$ cat src/rtl/irq_ctl_pkg.sv
package irq_ctl_pkg;
  localparam int DATA_W    = 32;
  localparam int VEC_SHIFT = 9;

  typedef logic [DATA_W-1:0] word_t;
  typedef logic [7:0]        addr_t;

  localparam addr_t A_STATUS = 8'hC0;
  localparam addr_t A_ENABLE = 8'hC2;
  localparam addr_t A_CRIT   = 8'hC3;
  localparam addr_t A_POL    = 8'hC4;
  localparam addr_t A_TRIG   = 8'hC5;
  localparam addr_t A_MASKED = 8'hC6;
  localparam addr_t A_VECTOR = 8'hC7;
  localparam addr_t A_VBASE  = 8'hC8;

  // Vector for source number n: base plus n steps of 2^VEC_SHIFT.
  function automatic word_t vec_value(input word_t base, input word_t n);
    return base + (n << VEC_SHIFT);
  endfunction
endpackage

$ cat src/rtl/irq_ctl_detect.sv
module irq_ctl_detect #(
  parameter int N = 32
) (
  input  logic         clk,
  input  logic         rst_n,
  input  logic [N-1:0] src,
  input  logic [N-1:0] pol,
  input  logic [N-1:0] trig,
  output logic [N-1:0] evt
);
  logic [N-1:0] prev;

  for (genvar g = 0; g < N; g++) begin : g_src
    logic active;
    logic edge_hit;

    always_ff @(posedge clk or negedge rst_n) begin
      if (!rst_n) prev[g] <= 1'b0;
      else        prev[g] <= src[g];
    end

    assign active   = pol[g] ? src[g] : ~src[g];
    assign edge_hit = pol[g] ? (src[g] & ~prev[g]) : (~src[g] & prev[g]);
    assign evt[g]   = trig[g] ? edge_hit : active;
  end

  // Edge mode with a steady input gives no event
  p_edge_quiet_r4: assert property (@(posedge clk) disable iff (!rst_n)
    ((src[0] == prev[0]) && trig[0]) |-> !evt[0]);
endmodule

$ cat src/rtl/irq_ctl_pick.sv
module irq_ctl_pick #(
  parameter int N    = 32,
  parameter int IDXW = (N > 1) ? $clog2(N) : 1
) (
  input  logic            clk,
  input  logic            rst_n,
  input  logic [N-1:0]    cand,
  output logic            found,
  output logic [IDXW-1:0] idx
);
  always_comb begin
    found = 1'b0;
    idx   = '0;
    for (int i = N - 1; i >= 0; i--) begin
      if (cand[i]) begin
        found = 1'b1;
        idx   = IDXW'(i);
      end
    end
  end

  logic [N-1:0] below;
  assign below = (N'(1) << idx) - N'(1);

  // The chosen source is pending and nothing lower-numbered is
  p_pick_lowest_r8: assert property (@(posedge clk) disable iff (!rst_n)
    found |-> (cand[idx] && ((cand & below) == '0)));
  p_pick_none_r8: assert property (@(posedge clk) disable iff (!rst_n)
    (cand == '0) |-> !found);
endmodule

$ cat src/rtl/irq_ctl.sv
module irq_ctl
  import irq_ctl_pkg::*;
#(
  parameter int NSRC = 32
) (
  input  logic            clk,
  input  logic            rst_n,
  input  logic [NSRC-1:0] irq_in,
  input  logic            bus_wr,
  input  logic [7:0]      bus_addr,
  input  logic [31:0]     bus_wdata,
  output logic [31:0]     bus_rdata,
  output logic            crit_req,
  output logic            noncrit_req
);
  localparam int IDXW = (NSRC > 1) ? $clog2(NSRC) : 1;

  logic [NSRC-1:0] stat, en, crit, pol, trig;
  word_t           vbase;
  logic [NSRC-1:0] evt, clr, masked;
  logic            found;
  logic [IDXW-1:0] idx;
  word_t           vec;
  logic [NSRC-1:0] wbits;

  assign wbits = bus_wdata[NSRC-1:0];

  irq_ctl_detect #(.N(NSRC)) u_detect (
    .clk(clk), .rst_n(rst_n), .src(irq_in), .pol(pol), .trig(trig), .evt(evt)
  );

  assign clr = (bus_wr && bus_addr == A_STATUS) ? wbits : '0;

  always_ff @(posedge clk or negedge rst_n) begin
    if (!rst_n) begin
      stat  <= '0;
      en    <= '0;
      crit  <= '0;
      pol   <= '1;
      trig  <= '0;
      vbase <= '0;
    end else begin
      stat <= (stat & ~clr) | evt;
      if (bus_wr) begin
        case (bus_addr)
          A_ENABLE: en    <= wbits;
          A_CRIT:   crit  <= wbits;
          A_POL:    pol   <= wbits;
          A_TRIG:   trig  <= wbits;
          A_VBASE:  vbase <= bus_wdata;
          default:  ;
        endcase
      end
    end
  end

  assign masked      = stat & en;
  assign crit_req    = |(masked & crit);
  assign noncrit_req = |(masked & ~crit);

  irq_ctl_pick #(.N(NSRC), .IDXW(IDXW)) u_pick (
    .clk(clk), .rst_n(rst_n), .cand(masked & crit), .found(found), .idx(idx)
  );

  assign vec = found ? vec_value(vbase, word_t'(idx)) : vbase;

  always_comb begin
    case (bus_addr)
      A_STATUS: bus_rdata = word_t'(stat);
      A_ENABLE: bus_rdata = word_t'(en);
      A_CRIT:   bus_rdata = word_t'(crit);
      A_POL:    bus_rdata = word_t'(pol);
      A_TRIG:   bus_rdata = word_t'(trig);
      A_MASKED: bus_rdata = word_t'(masked);
      A_VECTOR: bus_rdata = vec;
      A_VBASE:  bus_rdata = vbase;
      default:  bus_rdata = '0;
    endcase
  end

  // Every detected event is latched at the next edge
  p_event_latched_r3: assert property (@(posedge clk) disable iff (!rst_n)
    (evt != '0) |=> ((stat & $past(evt)) == $past(evt)));
  // No status bit rises without an event
  p_rise_needs_event_r5: assert property (@(posedge clk) disable iff (!rst_n)
    1'b1 |=> ((stat & ~$past(stat) & ~$past(evt)) == '0));
  // A write-1 clear with no competing event empties the bit
  p_w1c_r5: assert property (@(posedge clk) disable iff (!rst_n)
    (bus_wr && bus_addr == A_STATUS) |=> ((stat & $past(wbits & ~evt)) == '0));
  // Nothing enabled means no request
  p_quiet_disabled_r6: assert property (@(posedge clk) disable iff (!rst_n)
    (en == '0) |-> (!crit_req && !noncrit_req));
  // Vector falls back to the base with no critical request
  p_vec_base_r8: assert property (@(posedge clk) disable iff (!rst_n)
    !crit_req |-> (vec == vbase));
endmodule

$ cat config.mk
export PLATFORM = sky130hd
export DESIGN_NAME = irq_ctl
export DESIGN_NICKNAME = d
export VERILOG_FILES = /design/src/rtl/irq_ctl_pkg.sv /design/src/rtl/irq_ctl_detect.sv /design/src/rtl/irq_ctl_pick.sv /design/src/rtl/irq_ctl.sv
export SDC_FILE = /design/constraint.sdc
export NUM_CORES = 1
export LEC_CHECK = 0
export BUFFER_PORTS_ARGS = -buffer_cell sky130_fd_sc_hd__buf_4
export CORE_MARGIN = 2
export CORE_UTILIZATION = 40
export DETAILED_ROUTE_END_ITERATION = 10
export GPL_TIMING_DRIVEN = 0
export PLACE_DENSITY = 0.56
export SYNTH_ARGS = -nofsm -noshare
export SYNTH_HDL_FRONTEND = slang
export SYNTH_HIERARCHICAL = 1
export SYNTH_SLANG_ARGS = --single-unit
$ cat constraint.sdc
create_clock -name clk -period 5.9 [get_ports clk]
set_input_delay 0.59 -clock clk [delete_from_list [all_inputs] [get_ports clk]]
set_output_delay 0.59 -clock clk [all_outputs]
set_load 0.1 [all_outputs]
## Yosys cells after proc, flatten, opt, wreduce, memory -nomap -nowiden

Index checks and enable logic that the tools add are counted.

- Flip-flop bits (word level): 224
- Word-level logic and storage cells: 353
- Output and inout bits: 34
- Input bits: 75

- Bitwise logic cells: 135
- Mux-type cells: 163
- Equal/unequal tests: 8
- Reduce and logical (&&, ||, !) cells: 8
- $add $sub $neg: 1

Operator list:

| cell | number |
|---|---|
| case mux 32 bit (8 select lines) | 1 |
| two-way mux 5 bit | 32 |
| AND 32 bit | 4 |
| two-way mux 1 bit | 128 |
| AND 1 bit | 64 |
| == test 8 bit, second input constant | 8 |
| two-way mux 32 bit | 2 |
| inverter 1 bit | 64 |
| inverter 32 bit | 2 |
| OR reduction 32 bit | 2 |
| adder 32 x 14 -> 32 bit | 1 |
| bitwise OR 32 bit | 1 |
| AND reduction 2 bit | 5 |
| logical AND 1 bit | 1 |

## Depth between registers and ports, before layout

- Depth in word-level cells: 37
- Gate-level depth with buffers: 15
- Depth with buffers taken out: 14

## Cells and area by module

The synthesis kept the hierarchy.

By module, submodules not included:

| module | cells an instance | area each (um^2) | sequential area each (um^2) | instances |
|---|---|---|---|---|
| irq_ctl | 912 | 10301.1 | 4844.6 | 1 |
| irq_ctl_detect | 160 | 1641.6 | 800.8 | 1 |
| irq_ctl_pick | 65 | 370.4 | 0.0 | 1 |

## Worst setup path before layout

No wires, ideal clock.

- Path type: register to output
- Start: reg stat[28]
- End: out bus_rdata[31]
- Data arrival time: 5004 ps
- Data required time: 5310 ps
- Buffers on the path: 1
- Slack: 306 ps
- Cell stages (with the launch flop): 16
- Path through: dfrtp_1 > and3_1 > nor3b_1 > nor3_1 > o31ai_1 > o2111ai_1 > a221oi_1 > ha_1 > inv_1 > fa_1 > nor2b_1 > o31a_1 > clkbuf_1 > o2111ai_1 > xor2_1 > o21ai_0

- Longest elaborated chain between the ends: 34
- Elaborated cells between the ends (all ways): 63
- Those cells by class: add/sub (1); mux (60); bitwise (2)

RTL lines:

| what | line | source |
|---|---|---|
| start, declared | irq_ctl.sv:18 | `logic [NSRC-1:0] stat, en, crit, pol, trig;` |
| start signal, assigned | irq_ctl.sv:43 | `stat <= (stat & ~clr) \| evt;` |
| AND 32 bit | irq_ctl.sv:57 | `assign masked = stat & en;` |
| AND 32 bit | irq_ctl.sv:62 | `.clk(clk), .rst_n(rst_n), .cand(masked & crit), .found(found), .idx(idx)` |
| two-way mux 5 bit (29 in a row) | irq_ctl_pick.sv:15 | `if (cand[i]) begin` |
| named net idx[0] | irq_ctl.sv:22 | `logic [IDXW-1:0] idx;` |
| adder 32 x 14 -> 32 bit | irq_ctl_pkg.sv:19 | `return base + (n << VEC_SHIFT);` |
| two-way mux 32 bit | irq_ctl.sv:65 | `assign vec = found ? vec_value(vbase, word_t'(idx)) : vbase;` |
| case mux 32 bit (8 select lines) | irq_ctl.sv:68 | `case (bus_addr)` |
| end, declared | irq_ctl.sv:12 | `output logic [31:0] bus_rdata,` |

The timed path passes the listed nets, and every way through them passes these cells.

## Worst setup path after layout

- Start: reg stat[28]
- End: out bus_rdata[25]

Same word-level chain as after synthesis.

==> flow_summary.ini <==
[status]
status = complete, no violations

[synthesis]
synth_edf_count = 0
synth_area_leaders = dfrtp_1 39%, mux2_2 12%, dfstp_2 6.8%, mux2_4 3.7%, nand2_1 2.9%
syn_area_mm2 = 0.0123
synth_top_area_share_pct = 39.0
synth_common_cells = 192 x dfrtp_1, 128 x mux2_2, 94 x nand2_1
ys_async_sr_fraction_pct = 100
synth_top_flop_cell = dfrtp_1
synth_top_area_cell = dfrtp_1
synth_seq_cells = 224
synth_nets = 1218
synth.most_common_cell = dfrtp_1
yosys.cell_types.count = 72
ys_warn_count = 6
avgSynthCellArea_um2 = 10.8
seq_area_frac_synth_pct = 45.8
syn_inst = 1137

[power_and_ir_drop]
ir_drop_mv = 0.214
p_leak_nw = 6.69
powerDensity_mw_per_mm2 = 250

[critical_path]
criticalPathCategory = flop to output pin
path_cells = and3_1 > nor3b_1 > nor3_1 > o31ai_1 > o2111ai_1 > a221oi_1 > ha_1 > inv_1 > fa_1 > nor2b_1 > o31a_2 > o2111ai_1 > or3_1 > o2111ai_1 > buf_4
cpMostUsedCell = o2111ai_1
max_stage_delay_ns = 0.45
critPathArrivalTime_ns = 4.94
cp_slowest_cell = dfrtp_1
startpoint_type = flop
crit_fanout = 10
crit_path_end_kind = output pin
critical_path_required_ns = 5.31

[global_route]
met2_usage_pct = 39.4
grt_pass1_vias = 10200
antenna_found_initial = 0
grt_busiest_layer = met2
met3_usage_pct = 6.22
use_met1_pct = 35.1
grt_start_max_net_pins = 110
grtUsageTotal_pct = 25.7
grt_pass1_wl_um = 63700
grt-ovfl-total = 0

[run]
maxCapViolCount = 0

[clock_tree]
cts-root-buf = clkbuf_16
clk_path_buf_depth = 3
clk_latency_ns = 0.54
clkTransAtPathRegs_ns = 0.06
ctsHtreeMaxLevel = 1
cts_buffers = 26
clkSinkCount = 224
cts_tree = built

[die]
dieWidth_um = 179
initial_core_util_pct = 40.5
rows = 64
die_h_um = 179
ios = 109
die-area_mm2 = 0.0322
core_mm2 = 0.0304

[routing]
wirelength_um = 42000
post_drt_via_cell_ratio = 6.01
remaining_drc_errors = 0
dr.pass1.iters = 6
first_iter_violations = 920
vias = 10200
wire_per_inst_um = 24.9
drtAntennaViolNets = 0

[sta]
tightest_slew_ns = 1.05
min_period_ns = 5.53
fin_crit_sh_pct = 93.7
setup-violations-final = 0
final-hold-violation-count = 0
fmax_mhz = 181
relSlewSlack_pct = 30.1
drv_slew = 0
clock_skew_ns = 0.00876
grt_setup_unrepaired = false
fin_tns_setup_ns = 0

[finish]
n_fill_cell = 2893
drive_above_1_share_pct = 29.2
register_area_mm2 = 0.00565
diodes = 0
multi_input_area_mm2 = 0.00630
fin_nets = 1357
final_util_pct = 47.7
area_delta_synth_final_pct = 18.0

[hold_path]
hold_class = input port to flop

[place]
portBuffers = 108
dp_hpwl_um = 29500
gp_congestion = 0.949
==> cell families after synthesis <==
group / Yosys count / share of synthesized area, %
AOI/OAI and AO/OA: 297 / 17.8
xor gates and xnor gates: 18 / 1.28
DFF: 224 / 45.8
and+or+nand+nor: 327 / 14.0
buffers and inverters: 83 / 3.01
adders and majority gates: 6 / 0.671
muxes: 182 / 17.3
==> final cells by class <==
type | count | share of cell area (%)
multi-input cells | 830 | 43.4
flip-flops and latches | 224 | 38.9
repair buffers | 112 | 6.13
clock buffers | 44 | 5.43
well taps | 396 | 3.41
plain buffers | 56 | 1.85
inverters | 26 | 0.672
clock inverters | 3 | 0.276
==> metal layers <==
metal  wire [µm]  part of all wire (%)  up-vias
li1            -                     -     4574
met1       18200                    43     5062
met2       18600                    44      439
met3        3670                   8.7       96
met4        1620                   3.8        0
met5           0                     0        -
==> worst paths after layout <==
kind                       startpoint                end  slack (ns)  cells past startpoint
setup / recovery             stat[28]      bus_rdata[25]        0.37                     15
max in group asynchronous       rst_n   u_detect/prev[4]        4.55                      3
setup reg to reg              pol[11]           stat[11]        4.81                      3
min in group asynchronous       rst_n          vbase[26]        0.50                      2
hold reg to reg              vbase[8]           vbase[8]        0.51                      1
hold / removal             irq_in[15]  u_detect/prev[15]        0.17                      1
==> power breakdown <==
| group | internal, mW | switching [mW] | leakage (nW) | total (mW) |
|---|---|---|---|---|
| Sequential | 1.61 | 0.0704 | 2.75 | 1.68 |
| Clock | 0.945 | 0.649 | 0.405 | 1.59 |
| Combinational | 0.155 | 0.205 | 3.54 | 0.360 |
==> critical path, delay by kind of cell, from the launching register on <==
kind | cells | cell delay, ns
flip-flops | 1 | 0.45
AND/OR/NAND/NOR | 5 | 1.16
adder cells (fa/ha/maj) | 2 | 0.70
AO/OA/AOI/OAI | 6 | 1.68
buffers and inverters | 2 | 0.42
==> state kept, by name (all words and copies together) (netlist names) <==
signal	flops
vbase	32
en	32
u_detect/prev	32
trig	32
crit	32
pol	32
stat	32
==> timing repair <==
| item | in CTS | in global routing |
|---|---|---|
| endpoints found under the hold margin | 20 | 0 |
| resized for setup | 0 | 1 |
| setup endpoints to repair | 0 | 2 |
| hold buffers | 1 | 0 |
| buffers inserted | 0 | 0 |
==> through the flow <==
stage	total power, mW	cell area [µm²]	worst slack [ns]	hold slack (ns)	std cells
floorplan	1.88	12300	0.306	0.294	1137
global placement	2.05	13600	0.775	0.488	1641
detailed placement	2.06	13700	0.762	0.455	1643
CTS	3.67	14500	0.153	0.152	1691
global route	3.78	14500	0.163	0.152	1691
finish	3.63	14500	0.371	0.171	1691
==> placed cells by master (no fill, tap or decap), types with 26 or more instances in the layout <==
cell type	count
dfrtp_1	192
mux2_2	128
buf_4	109
nand2_1	94
nor2_1	55
and3_1	42
a21o_1	42
clkbuf_1	37
nand2b_1	35
a22o_1	35
a21oi_1	32
dfstp_2	32
a21boi_1	32
mux2_4	30
o21ai_0	29
clkbuf_16	27
inv_1	26
buf_2	26
No activity file was read; power rests on OpenSTA's default activity.
